### src/rtl/bout_pkg.sv
package bout_pkg;
  typedef enum logic [2:0] {
    ST_IDLE,
    ST_SETUP,
    ST_READ,
    ST_LATCH,
    ST_WRITE,
    ST_FIN
  } bout_state_e;

  localparam int FLG_Z_BIT = 6;
  localparam int FLG_N_BIT = 1;
endpackage

### src/rtl/bout_ptr_bank.sv
module bout_ptr_bank #(
  parameter int REG_W    = 24,
  parameter int NARROW_W = 16,
  parameter int NPTR     = 3
) (
  input  logic                  clk,
  input  logic                  rst,
  input  logic                  load,
  input  logic                  dec,
  input  logic                  wide_in,
  input  logic [NPTR*REG_W-1:0] ld_vals,
  output logic [NPTR*REG_W-1:0] vals,
  output logic                  wide_q
);
  localparam logic [REG_W-1:0] NMASK = {{(REG_W-NARROW_W){1'b0}}, {NARROW_W{1'b1}}};
  localparam logic [REG_W-1:0] WMASK = '1;

  logic [REG_W-1:0] ld_mask;
  logic [REG_W-1:0] run_mask;

  assign ld_mask  = wide_in ? WMASK : NMASK;
  assign run_mask = wide_q  ? WMASK : NMASK;

  always_ff @(posedge clk) begin
    if (rst)       wide_q <= 1'b0;
    else if (load) wide_q <= wide_in;
  end

  for (genvar g = 0; g < NPTR; g++) begin : g_ptr
    logic [REG_W-1:0] val_q;
    always_ff @(posedge clk) begin
      if (rst)       val_q <= '0;
      else if (load) val_q <= ld_vals[g*REG_W +: REG_W] & ld_mask;
      else if (dec)  val_q <= (val_q - REG_W'(1)) & run_mask;
    end
    assign vals[g*REG_W +: REG_W] = val_q;

    // in narrow mode nothing survives above the narrow width
    a_r10_narrow_upper: assert property (@(posedge clk) disable iff (rst)
      !wide_q |-> (val_q & ~NMASK) == '0);
  end
endmodule

### src/rtl/bout_ctrl.sv
module bout_ctrl
  import bout_pkg::*;
#(
  parameter int BASE_SETUP = 1,
  parameter int PFX_EXTRA  = 1
) (
  input  logic        clk,
  input  logic        rst,
  input  logic        start,
  input  logic        len_pfx,
  input  logic        cnt_is_one,
  output bout_state_e state,
  output logic        load,
  output logic        dec,
  output logic        latch
);
  localparam int SETUP_MAX = BASE_SETUP + PFX_EXTRA;
  localparam int SETUP_W   = (SETUP_MAX < 2) ? 1 : $clog2(SETUP_MAX + 1);

  logic [SETUP_W-1:0] setup_cnt;

  assign load  = (state == ST_IDLE) && start;
  assign dec   = (state == ST_WRITE);
  assign latch = (state == ST_LATCH);

  always_ff @(posedge clk) begin
    if (rst) begin
      state     <= ST_IDLE;
      setup_cnt <= '0;
    end else begin
      case (state)
        ST_IDLE: if (start) begin
          state     <= ST_SETUP;
          setup_cnt <= SETUP_W'(BASE_SETUP - 1) + (len_pfx ? SETUP_W'(PFX_EXTRA) : '0);
        end
        ST_SETUP: begin
          if (setup_cnt == '0) state <= ST_READ;
          else                 setup_cnt <= setup_cnt - SETUP_W'(1);
        end
        ST_READ:  state <= ST_LATCH;
        ST_LATCH: state <= ST_WRITE;
        ST_WRITE: state <= cnt_is_one ? ST_FIN : ST_READ;
        ST_FIN:   state <= ST_IDLE;
        default:  state <= ST_IDLE;
      endcase
    end
  end

  a_r2_read_to_latch: assert property (@(posedge clk) disable iff (rst)
    state == ST_READ |=> state == ST_LATCH);
  a_r2_latch_to_write: assert property (@(posedge clk) disable iff (rst)
    state == ST_LATCH |=> state == ST_WRITE);
  a_r8_fin_to_idle: assert property (@(posedge clk) disable iff (rst)
    state == ST_FIN |=> state == ST_IDLE);
  a_r1_busy_holds: assert property (@(posedge clk) disable iff (rst)
    (state != ST_IDLE && state != ST_FIN) |=> state != ST_IDLE);
endmodule

### src/rtl/bout_flags.sv
module bout_flags
  import bout_pkg::*;
#(
  parameter int FLAG_W = 8
) (
  input  logic              clk,
  input  logic              rst,
  input  logic              load,
  input  logic [FLAG_W-1:0] flags_in,
  input  logic              upd,
  input  logic              last,
  input  logic              msb,
  output logic [FLAG_W-1:0] flags_q
);
  localparam logic [FLAG_W-1:0] KEEP = ~((FLAG_W'(1) << FLG_Z_BIT) | (FLAG_W'(1) << FLG_N_BIT));

  always_ff @(posedge clk) begin
    if (rst) flags_q <= '0;
    else if (load) flags_q <= flags_in;
    else if (upd) begin
      flags_q[FLG_Z_BIT] <= last;
      flags_q[FLG_N_BIT] <= msb;
    end
  end

  a_r7_n_copies_msb: assert property (@(posedge clk) disable iff (rst)
    upd |=> flags_q[FLG_N_BIT] == $past(msb));
  a_r7_others_kept: assert property (@(posedge clk) disable iff (rst)
    upd |=> (flags_q & KEEP) == $past(flags_q & KEEP));
  a_r6_z_follows_last: assert property (@(posedge clk) disable iff (rst)
    upd |=> flags_q[FLG_Z_BIT] == $past(last));
endmodule

### src/rtl/bout_seq.sv
module bout_seq
  import bout_pkg::*;
#(
  parameter int REG_W      = 24,
  parameter int NARROW_W   = 16,
  parameter int IO_LO_W    = 16,
  parameter int DATA_W     = 8,
  parameter int FLAG_W     = 8,
  parameter int BASE_SETUP = 1,
  parameter int PFX_EXTRA  = 1
) (
  input  logic              clk,
  input  logic              rst,
  input  logic              start,
  input  logic              wide_mode,
  input  logic              len_pfx,
  input  logic [REG_W-1:0]  cnt_in,
  input  logic [REG_W-1:0]  io_ptr_in,
  input  logic [REG_W-1:0]  src_ptr_in,
  input  logic [FLAG_W-1:0] flags_in,
  output logic              busy,
  output logic              done,
  output logic              mem_rd,
  output logic [REG_W-1:0]  mem_addr,
  input  logic [DATA_W-1:0] mem_rdata,
  output logic              io_wr,
  output logic [REG_W-1:0]  io_addr,
  output logic [DATA_W-1:0] io_wdata,
  output logic [FLAG_W-1:0] flags_out
);
  localparam int NPTR    = 3;
  localparam int SL_CNT  = 0;
  localparam int SL_IO   = 1;
  localparam int SL_SRC  = 2;

  bout_state_e             state;
  logic                    load, dec, latch, wide_q;
  logic [NPTR*REG_W-1:0]   ld_vals, vals;
  logic [REG_W-1:0]        cnt_q, io_q, src_q;
  logic                    cnt_is_one;
  logic [DATA_W-1:0]       data_q;

  assign ld_vals[SL_CNT*REG_W +: REG_W] = cnt_in;
  assign ld_vals[SL_IO*REG_W  +: REG_W] = io_ptr_in;
  assign ld_vals[SL_SRC*REG_W +: REG_W] = src_ptr_in;
  assign cnt_q = vals[SL_CNT*REG_W +: REG_W];
  assign io_q  = vals[SL_IO*REG_W  +: REG_W];
  assign src_q = vals[SL_SRC*REG_W +: REG_W];
  assign cnt_is_one = (cnt_q == REG_W'(1));

  bout_ctrl #(.BASE_SETUP(BASE_SETUP), .PFX_EXTRA(PFX_EXTRA)) u_ctrl (
    .clk(clk), .rst(rst), .start(start), .len_pfx(len_pfx),
    .cnt_is_one(cnt_is_one), .state(state), .load(load), .dec(dec), .latch(latch)
  );

  bout_ptr_bank #(.REG_W(REG_W), .NARROW_W(NARROW_W), .NPTR(NPTR)) u_bank (
    .clk(clk), .rst(rst), .load(load), .dec(dec), .wide_in(wide_mode),
    .ld_vals(ld_vals), .vals(vals), .wide_q(wide_q)
  );

  bout_flags #(.FLAG_W(FLAG_W)) u_flags (
    .clk(clk), .rst(rst), .load(load), .flags_in(flags_in),
    .upd(dec), .last(cnt_is_one), .msb(data_q[DATA_W-1]), .flags_q(flags_out)
  );

  always_ff @(posedge clk) begin
    if (rst)        data_q <= '0;
    else if (latch) data_q <= mem_rdata;
  end

  assign busy     = (state != ST_IDLE);
  assign done     = (state == ST_FIN);
  assign mem_rd   = (state == ST_READ);
  assign mem_addr = src_q;
  assign io_wr    = (state == ST_WRITE);
  assign io_addr  = {{(REG_W-IO_LO_W){1'b0}}, io_q[IO_LO_W-1:0]};
  assign io_wdata = data_q;

  a_r2_write_follows_read: assert property (@(posedge clk) disable iff (rst)
    io_wr |-> $past(mem_rd, 2));
  a_r3_io_upper_zero: assert property (@(posedge clk) disable iff (rst)
    io_wr |-> io_addr[REG_W-1:IO_LO_W] == '0);
  a_r8_one_strobe: assert property (@(posedge clk) disable iff (rst)
    $onehot0({mem_rd, io_wr, done}));
  a_r5_last_ends: assert property (@(posedge clk) disable iff (rst)
    (io_wr && cnt_is_one) |=> done);
  a_r8_done_in_busy: assert property (@(posedge clk) disable iff (rst)
    done |-> busy);
  a_r1_start_takes: assert property (@(posedge clk) disable iff (rst)
    (start && !busy) |=> busy);
endmodule

### config.mk
export PLATFORM = sky130hd
export DESIGN_NAME = bout_seq
export DESIGN_NICKNAME = d
export VERILOG_FILES = /design/src/rtl/bout_pkg.sv /design/src/rtl/bout_ptr_bank.sv /design/src/rtl/bout_ctrl.sv /design/src/rtl/bout_flags.sv /design/src/rtl/bout_seq.sv
export SDC_FILE = /design/constraint.sdc
export NUM_CORES = 1
export LEC_CHECK = 0
export BUFFER_PORTS_ARGS = -buffer_cell sky130_fd_sc_hd__buf_2
export CORE_MARGIN = 2
export CORE_UTILIZATION = 40
export CTS_CLUSTER_DIAMETER = 50
export CTS_CLUSTER_SIZE = 25
export DETAILED_ROUTE_END_ITERATION = 12
export PLACE_DENSITY = 0.73
export SYNTH_ARGS = -nofsm -noshare
export SYNTH_HDL_FRONTEND = slang
export SYNTH_SLANG_ARGS = --single-unit
### constraint.sdc
create_clock -name clk -period 2.4 [get_ports clk]
set_clock_uncertainty 0.2 [all_clocks]
set_input_delay 0.12 -clock clk [delete_from_list [all_inputs] [get_ports clk]]
set_output_delay 0.12 -clock clk [all_outputs]
set_load 0.02 [all_outputs]
======== After elaboration in Yosys (flattened, before gate mapping) ========
Index checks and enable logic that the tools add are counted.
word-level totals
  input port bits ......................... 93
  register bits after elaboration ......... 94
  output and inout port bits .............. 68
  word-level logic and storage cells ...... 56
cells by class
  mux-type cells .......................... 20
  reduce and logical (&&, ||, !) cells .... 8
  eq/ne operators ......................... 9
  bitwise operators ....................... 6
  $add $sub $neg .......................... 4
operators by type and width
  operator                                               count
  two-way mux 24 bit                                     8
  AND 24 bit                                             6
  subtractor 24 x 1 -> 24 bit, second input constant     3
  == test 24 x 1 -> 1 bit, second input constant         1
  one-hot mux 3 bit (5 select lines)                     1
  two-way mux 3 bit                                      3
  == test 3 x 2 -> 1 bit, second input constant          2
  == test 3 bit, second input constant                   2
  two-way mux 1 bit                                      5
  two-way mux 2 bit                                      2
  inequality test 2 bit, second input constant           2
  one-hot mux 2 bit (2 select lines)                     1
  nonzero test 2 bit                                     2
  == test 3 x 1 -> 1 bit, second input constant          1
  logical NOT 3 bit                                      1
  AND reduction 3 bit                                    1
  nonzero test 3 bit                                     1
  logical NOT 2 bit                                      1
  inequality test 2 x 1 -> 1 bit, second input constant  1
  AND reduction 2 bit                                    1
  subtractor 2 x 1 -> 2 bit, second input constant       1
  logical AND 1 bit                                      1

======== Depth between registers and ports, before layout ========
Gate-level depths: netlist of run 1.
  depth after elaboration ................. 4
  gate-level depth with buffers ........... 9
  gate-level depth less buffers ........... 7

======== Modules after synthesis ========
From an unflattened synthesis of run 1, not the netlist that was laid out.
unflattened totals
  cells, all modules ...................... 637
  area, all modules ....................... 5280.1 um^2
modules (own cells, without submodules)
  module         seq. area each (um^2)  cells each  times used  area each (um^2)
  bout_ptr_bank  1461.4                 523         1           4207.8
  bout_seq       160.2                  49          1           452.9
  bout_flags     160.2                  29          1           334.1
  bout_ctrl      100.1                  36          1           285.3

======== Least setup slack after synthesis of run 1 ========
OpenSTA, ideal clock, no wires.
  path type ............................... reg-to-reg
  start ................................... reg u_bank.g_ptr[0].val_q[3]
  end ..................................... reg u_bank.g_ptr[0].val_q[17]
  setup slack ............................. -0.043 ns
  clock period less this slack ............ 2.443 ns
  path buffers ............................ 2
  stages on the path, launching flop included .. 8
  required time ........................... 2.065 ns
  setup time .............................. 0.135 ns
  data arrival time ....................... 2.109 ns
  cell sequence ........................... dfxtp_1 or4_1 buf_2 or2_1 buf_2 or4_4 o311ai_2 o211ai_1
on the way
  word-level cells in the longest chain between the ends .. 4
ends and longest elaborated chain
  element                      RTL line             source
  from (decl)                  bout_ptr_bank.sv:30  logic [REG_W-1:0] val_q;
  from (signal assigned)       bout_ptr_bank.sv:33  else if (load) val_q <= ld_vals[g*REG_W +: REG_W] & ld_mask;
  from (signal assigned)       bout_ptr_bank.sv:34  else if (dec) val_q <= (val_q - REG_W'(1)) & run_mask;
  subtractor 24 x 1 -> 24 bit  bout_ptr_bank.sv:34
  AND 24 bit                   bout_ptr_bank.sv:34
  two-way mux 24 bit           bout_ptr_bank.sv:34
  two-way mux 24 bit           bout_ptr_bank.sv:33
No other way between the ends. The select of a mux whose other input is x is not followed.
A chain may end at the register's enable or synchronous reset.

======== Worst setup path after layout of run 1 ========
  start ................................... reg u_bank.g_ptr[0].val_q[8]
  end ..................................... reg u_bank.g_ptr[0].val_q[17]
Same word-level chain as after synthesis.

==> results.py, run 1 <==
metrics = {
    "worst_hold_path": {
        "holdPathStages": 3,
        "worstHoldPathType": "input port to flip-flop",
        "hold_path_end": "u_bank.g_ptr[2].val_q[19]$_SDFFE_PP0P_",
        "worstHoldStart": "src_ptr_in[19]",
    },
    "logic_synthesis": {
        "ys_ff_latch": 86,
        "avgSynthCellArea_um2": 7.98,
        "yosys.area.top_type_share": 0.377,
        "synth_ff_type": "dfxtp_1",
        "synth_async_sr_flop_share": 0,
        "syn_inst": 572,
        "yosysUniqueCellTypes": 58,
        "seq_area_frac_synth": 0.377,
        "synth.cell_area_mm2": 0.00456,
        "ys_warn_count": 0,
        "synth_area_leader_cell": "dfxtp_1",
        "synth_area_leaders": "dfxtp_1, nor2_1, a211oi_1",
        "synth_edf_count": 0,
    },
    "routing": {
        "ant_nets": 0,
        "wl_per_cell_um": 16.0,
        "drt_iter0_markers": 460,
        "totalWireLength_um": 15200,
        "dr.pass1.iters": 5,
        "post_drt_via_cell_ratio": 5.55,
        "drc_errors": 0,
        "num_vias": 5274,
    },
    "cells_and_area": {
        "final_common_cell": "buf_2",
        "finalNonFillerCells": 951,
        "drive_gt1_frac": 0.270,
        "postLayoutCoreUtil": 0.601,
        "final_cell_mix": "buf_2, nor2_1, dfxtp_1",
        "n_fill_cell": 954,
        "syn_to_final_growth_pct": 48.5,
        "antenna-diode-count": 0,
        "nNetsFinal": 901,
    },
    "sta": {
        "period_minus_slack_ns": 2.41,
        "setup-tns-final_ns": -0.0140,
        "hold_viol": 0,
        "period_share": 1.01,
        "relSlewSlack": 0.587,
        "rsz0062_at_grt": "true",
        "worst_slew_pin_slew_ns": 0.619,
        "final.setup.worst_slack_ns": -0.0140,
        "drv_slew": 0,
        "setup_violations": 1,
        "clock.fmax_mhz": 414,
    },
    "floorplanning": {
        "ios": 161,
        "start_util": 0.405,
        "die_w_um": 111,
        "dieArea_mm2": 0.0123,
        "dieHeight_um": 111,
        "coreArea_mm2": 0.0113,
        "rows": 39,
    },
    "clocking": {
        "cts.clk_slew.worst_paths_ns": 0.06,
        "numClockSinks": 86,
        "htree_num_levels": 3,
        "cts_buffer_depth": 2,
        "clock_latency_ns": 0.34,
        "cts_root_buffer": "clkbuf_16",
        "cts_buffers": 9,
        "cts_tree": "done",
    },
    "placed_design": {
        "gp_congestion": 0.900,
        "port_buffers": 144,
        "hpwlAfterDp_um": 10100,
        "dp.cells": 853,
    },
    "power": {
        "p_per_area_mw_per_mm2": 681,
        "leakage_nw": 2.90,
        "peakVddDrop_mv": 0.515,
    },
    "critical_path": {
        "cp-end-kind": "flip-flop",
        "worst_r2r_path_depth": 5,
        "arrival_ns": 2.43,
        "r2r_slack_ns": -0.01,
        "path_max_fanout": 4,
        "setup.worst_path.start": "u_bank.g_ptr[0].val_q[8]$_SDFFE_PP0P_",
        "start_kind": "flip-flop",
        "reg2reg_to": "u_bank.g_ptr[0].val_q[17]$_SDFFE_PP0P_",
        "rr_startpoint": "u_bank.g_ptr[0].val_q[8]$_SDFFE_PP0P_",
        "cp.required_ns": 2.41,
        "crit_type": "flip-flop to flip-flop",
    },
    "grt": {
        "grt_max_degree": 65,
        "antenna_found_initial": 0,
        "grt_pass1_wl_um": 24500,
        "track_usage": 0.242,
        "grt_pass1_vias": 5093,
        "grt_overflow": 0,
    },
    "run_status": {
        "status": "finished with violations",
        "violations": "setup timing",
    },
    "job": {
        "max-cap-violations": 0,
    },
}
repair_timing:
item                                    4_1_cts  5_1_grt
gates resized for setup                       3       10
hold buffers                                 81        0
hold endpoints to repair                     80        0
endpoints found under the setup margin        3        5
pin swaps                                     0        6
setup buffers                                 0        1
cell usage after synthesis, types with 11 or more instances:
library cell	n
dfxtp_1	86
nor2_1	85
nand2_1	40
clkbuf_1	33
a21oi_1	30
nor3_1	27
a211oi_1	21
xnor2_1	17
o21ai_0	16
nand3_1	15
mux2i_1	14
inv_1	13
nor4_1	13
or4_1	11
routing by layer:
layer / vias to the layer above / GRT usage / routed length (um)
met5: - / 0 / 0
met4: 0 / 0.120 / 493
met3: 42 / 0.0432 / 868
met2: 205 / 0.408 / 7310
met1: 2477 / 0.298 / 6560
li1: 2550 / - / -
area by class of cell:
| type | count | area, um^2 | area share |
|---|---|---|---|
| clock buffers | 13 | 270 | 0.0399 |
| clock inverters | 3 | 65.1 | 0.00960 |
| inverters | 13 | 48.8 | 0.00720 |
| multi-input cells | 430 | 2660 | 0.393 |
| flip-flops and latches | 86 | 1720 | 0.254 |
| well taps | 143 | 179 | 0.0264 |
| repair buffers | 263 | 1830 | 0.270 |
how the worst max path moves through the flow:
stage / endpoint / slack [ns] / cells after the start
3_5_place_dp: u_bank.g_ptr[0].val_q[19]$_SDFFE_PP0P_ / -0.02 / 5
5_1_grt: u_bank.g_ptr[0].val_q[17]$_SDFFE_PP0P_ / -0.07 / 5
3_3_place_gp: u_bank.g_ptr[0].val_q[19]$_SDFFE_PP0P_ / 0.003 / 5
6_report: u_bank.g_ptr[0].val_q[17]$_SDFFE_PP0P_ / -0.01 / 5
2_1_floorplan: u_bank.g_ptr[0].val_q[17]$_SDFFE_PP0P_ / -0.04 / 7
4_1_cts: u_bank.g_ptr[0].val_q[17]$_SDFFE_PP0P_ / 0.03 / 5
per-stage QoR:
| step | cell area (um^2) | setup slack, ns | hold WS, ns | total power, mW |
|---|---|---|---|---|
| floorplan | 4590 | -0.0435 | 0.0528 | 2.47 |
| global placement | 5560 | 0.00344 | 0.143 | 2.88 |
| detailed placement | 5560 | -0.0191 | 0.150 | 2.91 |
| CTS | 6720 | 0.0299 | 0.0142 | 4.59 |
| global route | 6780 | -0.0684 | 0.0919 | 4.83 |
| finish | 6780 | -0.0140 | 0.0121 | 4.62 |
sequential cells by signal, indices dropped and copies added, names as in the netlist:
signal              flops
u_flags.flags_q         8
u_bank.g_ptr.val_q     64
io_wdata                8
u_ctrl.setup_cnt        2
u_ctrl.state            3
u_bank.wide_q           1
logic make-up after synthesis:
| logic type | Yosys count | synth area share |
|---|---|---|
| adders and majority gates | 5 | 0.0137 |
| other | 1 | 0.000822 |
| DFF | 86 | 0.377 |
| muxes | 15 | 0.0332 |
| and+or+nand+nor | 241 | 0.263 |
| buffers and inverters | 63 | 0.0606 |
| xor gates and xnor gates | 22 | 0.0422 |
| AOI/OAI and AO/OA | 139 | 0.209 |
power breakdown:
group	switching (mW)	total (mW)	internal [mW]
registers	0.142	1.70	1.56
clock network	0.564	1.56	0.996
logic	0.759	1.35	0.594
total	1.47	4.62	3.15
worst max-delay path, stage by stage, from the launching register on:
cell and delay (ns):
dfxtp_2 0.33, or4_4 0.57, or3_4 0.40, or4_4 0.44
o311ai_4 0.21, o211ai_1 0.13
No activity file was read; power rests on OpenSTA's default activity.
==> run 2, diff against run 1 <==
--- a/config.mk
+++ b/config.mk
@@ -5,7 +5,7 @@
 export SDC_FILE = /design/constraint.sdc
 export NUM_CORES = 1
 export LEC_CHECK = 0
-export BUFFER_PORTS_ARGS = -buffer_cell sky130_fd_sc_hd__buf_2
+export BUFFER_PORTS_ARGS = -buffer_cell sky130_fd_sc_hd__buf_4
 export CORE_MARGIN = 2
 export CORE_UTILIZATION = 40
 export CTS_CLUSTER_DIAMETER = 50
==> results.py, run 2 (synthesis results as in run 1) <==
metrics = {
    "cells_and_area": {
        "regMostFlops": "u_bank.g_ptr.val_q",
        "drive_gt1_frac": 0.267,
        "largest_reg_flops": 64,
        "final_cell_mix": "buf_4, dlygate4sd3_1, nor2_1, dfxtp_1, nand2_1",
        "final_common_cell": "buf_4",
        "postLayoutCoreUtil": 0.639,
        "nNetsFinal": 909,
        "syn_to_final_growth_pct": 58.0,
    },
    "critical_path": {
        "crit_type": "flip-flop to flip-flop",
        "start_kind": "flip-flop",
        "path_max_fanout": 5,
        "cp-end-kind": "flip-flop",
        "cp.required_ns": 2.42,
        "arrival_ns": 2.40,
    },
    "floorplanning": {
        "die_w_um": 111,
        "start_util": 0.405,
        "dieArea_mm2": 0.0123,
        "coreArea_mm2": 0.0113,
        "ios": 161,
        "rows": 39,
        "dieHeight_um": 111,
    },
    "clocking": {
        "cts_tree": "done",
        "cts_root_buffer": "clkbuf_16",
        "cts_buffer_depth": 2,
        "clock_latency_ns": 0.34,
        "cts_buffers": 9,
        "cts.clk_slew.worst_paths_ns": 0.06,
        "htree_num_levels": 3,
        "numClockSinks": 86,
        "post-cts-setup-buffer-count": 0,
    },
    "routing": {
        "num_vias": 5338,
        "dr.pass1.iters": 5,
        "totalWireLength_um": 16100,
        "wl_per_cell_um": 16.8,
        "drt_iter0_markers": 345,
        "post_drt_via_cell_ratio": 5.57,
        "ant_nets": 0,
        "drc_errors": 0,
    },
    "power": {
        "power_mw": 4.60,
        "leakage_nw": 3.03,
        "peakVddDrop_mv": 0.350,
        "p_per_area_mw_per_mm2": 638,
    },
    "placed_design": {
        "port_buffers": 144,
        "pre_cts_ws_ns": -0.0954,
        "hpwlAfterDp_um": 10400,
        "gp_congestion": 0.893,
    },
    "grt": {
        "grt_pass1_wl_um": 26000,
        "grt_pass1_vias": 5261,
        "antenna_found_initial": 1,
        "grt_max_degree": 69,
        "grt_overflow": 0,
        "track_usage": 0.256,
    },
    "sta": {
        "clock.fmax_mhz": 420,
        "period_minus_slack_ns": 2.38,
        "relSlewSlack": 0.627,
        "hold_ws_ns": 0.0140,
        "worst_slew_pin_slew_ns": 0.559,
        "final.setup.worst_slack_ns": 0.0214,
        "drv_slew": 0,
        "period_share": 0.991,
        "setup_violations": 0,
        "rsz0062_at_grt": "true",
        "hold_viol": 0,
        "setup-tns-final_ns": 0,
    },
    "job": {
        "max-cap-violations": 0,
    },
    "worst_hold_path": {
        "worstHoldPathType": "input port to flip-flop",
    },
    "run_status": {
        "status": "complete, no violations",
    },
}
-- run 2: layer usage --
layer  global-route usage  vias up  routed length [um]
li1                     -     2565                   -
met5                    0        -                   0
met1                0.320     2496                6660
met4                0.117        0                 586
met2                0.425      222                7890
met3               0.0525       55                1000
-- run 2: report_power, final --
part	internal, mW	total [mW]	switching [mW]
Sequential	1.56	1.71	0.153
Combinational	0.698	1.48	0.777
Clock	0.826	1.41	0.581
Total	3.09	4.60	1.51
-- run 2: worst max-delay path, stage by stage (launching register included) --
cell	delay (ns)
dfxtp_2	0.33
or4_4	0.57
or3_4	0.38
or4_4	0.45
o311ai_4	0.21
o211ai_1	0.11
-- run 2: path summary, 6_finish.rpt --
check	slack, ns	to	startpoint	cells after the start
hold / removal	0.01	u_bank.g_ptr[2].val_q[19]$_SDFFE_PP0P_	src_ptr_in[19]	3
setup reg to reg	0.02	u_bank.g_ptr[0].val_q[17]$_SDFFE_PP0P_	u_bank.g_ptr[0].val_q[7]$_SDFFE_PP0P_	5
hold reg to reg	0.27	u_flags.flags_q[3]$_SDFFE_PP0P_	u_flags.flags_q[3]$_SDFFE_PP0P_	2
setup / recovery	0.02	u_bank.g_ptr[0].val_q[17]$_SDFFE_PP0P_	u_bank.g_ptr[0].val_q[7]$_SDFFE_PP0P_	5
-- run 2: stage by stage --
step,cells,cell area [um^2]
after floorplan,579,4590
after global placement,852,5910
after detailed placement,852,5910
after CTS,957,7120
after global routing,959,7210
final,959,7210
-- run 2: layout make-up --
type	count	area, um^2
Antenna cell	1	2.50
Clock buffer	11	243
Clock inverter	4	47.5
Fill cell	895	4060
Inverter	13	48.8
Multi-Input combinational cell	430	2670
Sequential cell	86	1720
Tap cell	143	179
Timing Repair Buffer	271	2290
-- run 2: repair_timing --
item / 4_1_cts / 5_1_grt
setup endpoints to repair: 3 / 16
endpoints found under the hold margin: 83 / 0
pin swaps: 1 / 1
resized for setup: 4 / 15
hold buffers: 90 / 0
cloned: 0 / 1
==> run 3, diff against run 2 <==
--- a/config.mk
+++ b/config.mk
@@ -6,12 +6,14 @@
 export NUM_CORES = 1
 export LEC_CHECK = 0
 export BUFFER_PORTS_ARGS = -buffer_cell sky130_fd_sc_hd__buf_4
+export CORE_ASPECT_RATIO = 0.75
 export CORE_MARGIN = 2
 export CORE_UTILIZATION = 40
 export CTS_CLUSTER_DIAMETER = 50
 export CTS_CLUSTER_SIZE = 25
 export DETAILED_ROUTE_END_ITERATION = 12
 export PLACE_DENSITY = 0.73
+export SETUP_SLACK_MARGIN = 0.1
 export SYNTH_ARGS = -nofsm -noshare
 export SYNTH_HDL_FRONTEND = slang
 export SYNTH_SLANG_ARGS = --single-unit
==> results.py, run 3 (synthesis results as in run 1) <==
metrics = {
    "routing": {
        "post_drt_via_cell_ratio": 5.63,
        "dr.pass1.iters": 7,
        "drc_errors": 0,
        "ant_nets": 0,
        "num_vias": 5382,
        "drt_iter0_markers": 383,
        "wl_per_cell_um": 16.6,
        "totalWireLength_um": 15900,
    },
    "grt": {
        "track_usage": 0.246,
        "antenna_found_initial": 0,
        "grt_overflow": 0,
        "grt_pass1_vias": 5073,
        "grt_pass1_wl_um": 24300,
        "grt_max_degree": 66,
    },
    "cells_and_area": {
        "largest_reg_flops": 64,
        "finalNonFillerCells": 956,
        "antenna-diode-count": 0,
        "nNetsFinal": 909,
        "n_fill_cell": 888,
        "final_common_cell": "buf_4",
        "syn_to_final_growth_pct": 59.6,
        "final_cell_mix": "buf_4, nor2_1, dfxtp_1",
        "regMostFlops": "u_bank.g_ptr.val_q",
        "drive_gt1_frac": 0.309,
        "postLayoutCoreUtil": 0.660,
    },
    "sta": {
        "period_share": 0.978,
        "final.setup.worst_slack_ns": 0.0516,
        "worst_slew_pin_slew_ns": 0.663,
        "relSlewSlack": 0.558,
        "hold_viol": 0,
        "drv_slew": 0,
        "period_minus_slack_ns": 2.35,
        "clock.fmax_mhz": 426,
        "rsz0062_at_grt": "true",
        "setup_violations": 0,
    },
    "clocking": {
        "numClockSinks": 86,
        "cts.clk_slew.worst_paths_ns": 0.06,
        "cts_buffer_depth": 2,
        "clock_latency_ns": 0.34,
        "cts_root_buffer": "clkbuf_16",
        "cts_tree": "done",
        "htree_num_levels": 3,
        "cts_buffers": 9,
    },
    "placed_design": {
        "hpwlAfterDp_um": 10300,
        "port_buffers": 144,
        "dp.cells": 852,
        "gp_congestion": 0.932,
        "pre_cts_ws_ns": -0.0478,
    },
    "power": {
        "leakage_nw": 3.02,
        "power_mw": 4.72,
        "p_per_area_mw_per_mm2": 649,
        "peakVddDrop_mv": 0.421,
    },
    "worst_hold_path": {
        "worstHoldPathType": "input port to flip-flop",
    },
    "critical_path": {
        "path_max_fanout": 4,
        "crit_type": "flip-flop to flip-flop",
        "start_kind": "flip-flop",
        "cp.required_ns": 2.49,
        "cp-end-kind": "flip-flop",
        "arrival_ns": 2.44,
    },
    "run_status": {
        "status": "complete, no violations",
    },
    "floorplanning": {
        "rows": 33,
        "start_util": 0.414,
        "ios": 161,
        "die_w_um": 127,
        "coreArea_mm2": 0.0110,
        "dieHeight_um": 96.5,
        "dieArea_mm2": 0.0123,
    },
    "job": {
        "max-cap-violations": 0,
    },
}
run 3: cell count changes in the layout (fill, tap and decap cells not counted), moves of 3 or more:
cell / delta
dlygate4sd3_1: -10
buf_4: +10
nor3_2: +7
nor3_1: -7
inv_1: -3
run 3: worst max-delay path: stages, from the launching register on:
cell     delay, ns
dfxtp_2       0.34
or4_4         0.55
or3_4         0.36
buf_4         0.17
nor4_4        0.21
or3b_1        0.39
nand3_1       0.09
run 3: per-layer routing:
layer / share of wire / track usage / vias to the layer above / wire length [um]
li1: - / - / 2568 / -
met1: 0.44 / 0.315 / 2543 / 7020
met2: 0.46 / 0.418 / 248 / 7380
met3: 0.084 / 0.0666 / 23 / 1330
met4: 0.011 / 0.0577 / 0 / 168
met5: 0 / 0 / - / 0
run 3: cell type report:
type	count	area, um^2	share of cell area
Clock buffer	10	229	0.0314
Clock inverter	6	86.3	0.0119
Inverter	13	52.6	0.00722
Multi-Input combinational cell	430	2750	0.377
Sequential cell	86	1730	0.237
Tap cell	140	175	0.0241
Timing Repair Buffer	271	2260	0.311
run 3: through the flow:
stage / setup TNS [ns] / cell area [um^2] / hold WS, ns
6_report: 0 / 7280 / 0.0123
5_1_grt: -0.0441 / 7280 / 0.0227
4_1_cts: 0 / 7080 / 0.00522
3_5_place_dp: -0.0478 / 5930 / 0.161
3_3_place_gp: 0 / 5930 / 0.148
2_1_floorplan: -0.0435 / 4590 / 0.0528
run 3: final timing paths:
kind / startpoint / end / slack, ns / depth (start not counted)
worst max-delay path: u_bank.g_ptr[0].val_q[8]$_SDFFE_PP0P_ / u_bank.g_ptr[0].val_q[19]$_SDFFE_PP0P_ / 0.05 / 6
worst min-delay path: src_ptr_in[19] / u_bank.g_ptr[2].val_q[19]$_SDFFE_PP0P_ / 0.01 / 3
worst max register to register: u_bank.g_ptr[0].val_q[8]$_SDFFE_PP0P_ / u_bank.g_ptr[0].val_q[19]$_SDFFE_PP0P_ / 0.05 / 6
worst min register to register: u_flags.flags_q[2]$_SDFFE_PP0P_ / u_flags.flags_q[2]$_SDFFE_PP0P_ / 0.27 / 2
run 3: where the power goes:
| part | switching [mW] | internal, mW |
|---|---|---|
| Clock | 0.595 | 0.911 |
| Sequential | 0.150 | 1.56 |
| Combinational | 0.790 | 0.716 |
run 3: timing repair:
| action | in CTS | in global routing |
|---|---|---|
| setup endpoints to repair | 10 | 16 |
| buffers inserted | 0 | 7 |
| pin swaps | 1 | 6 |
| gates resized for setup | 8 | 34 |
| hold buffers | 80 | 0 |
| gates cloned | 0 | 1 |
| endpoints found under the hold margin | 79 | 0 |
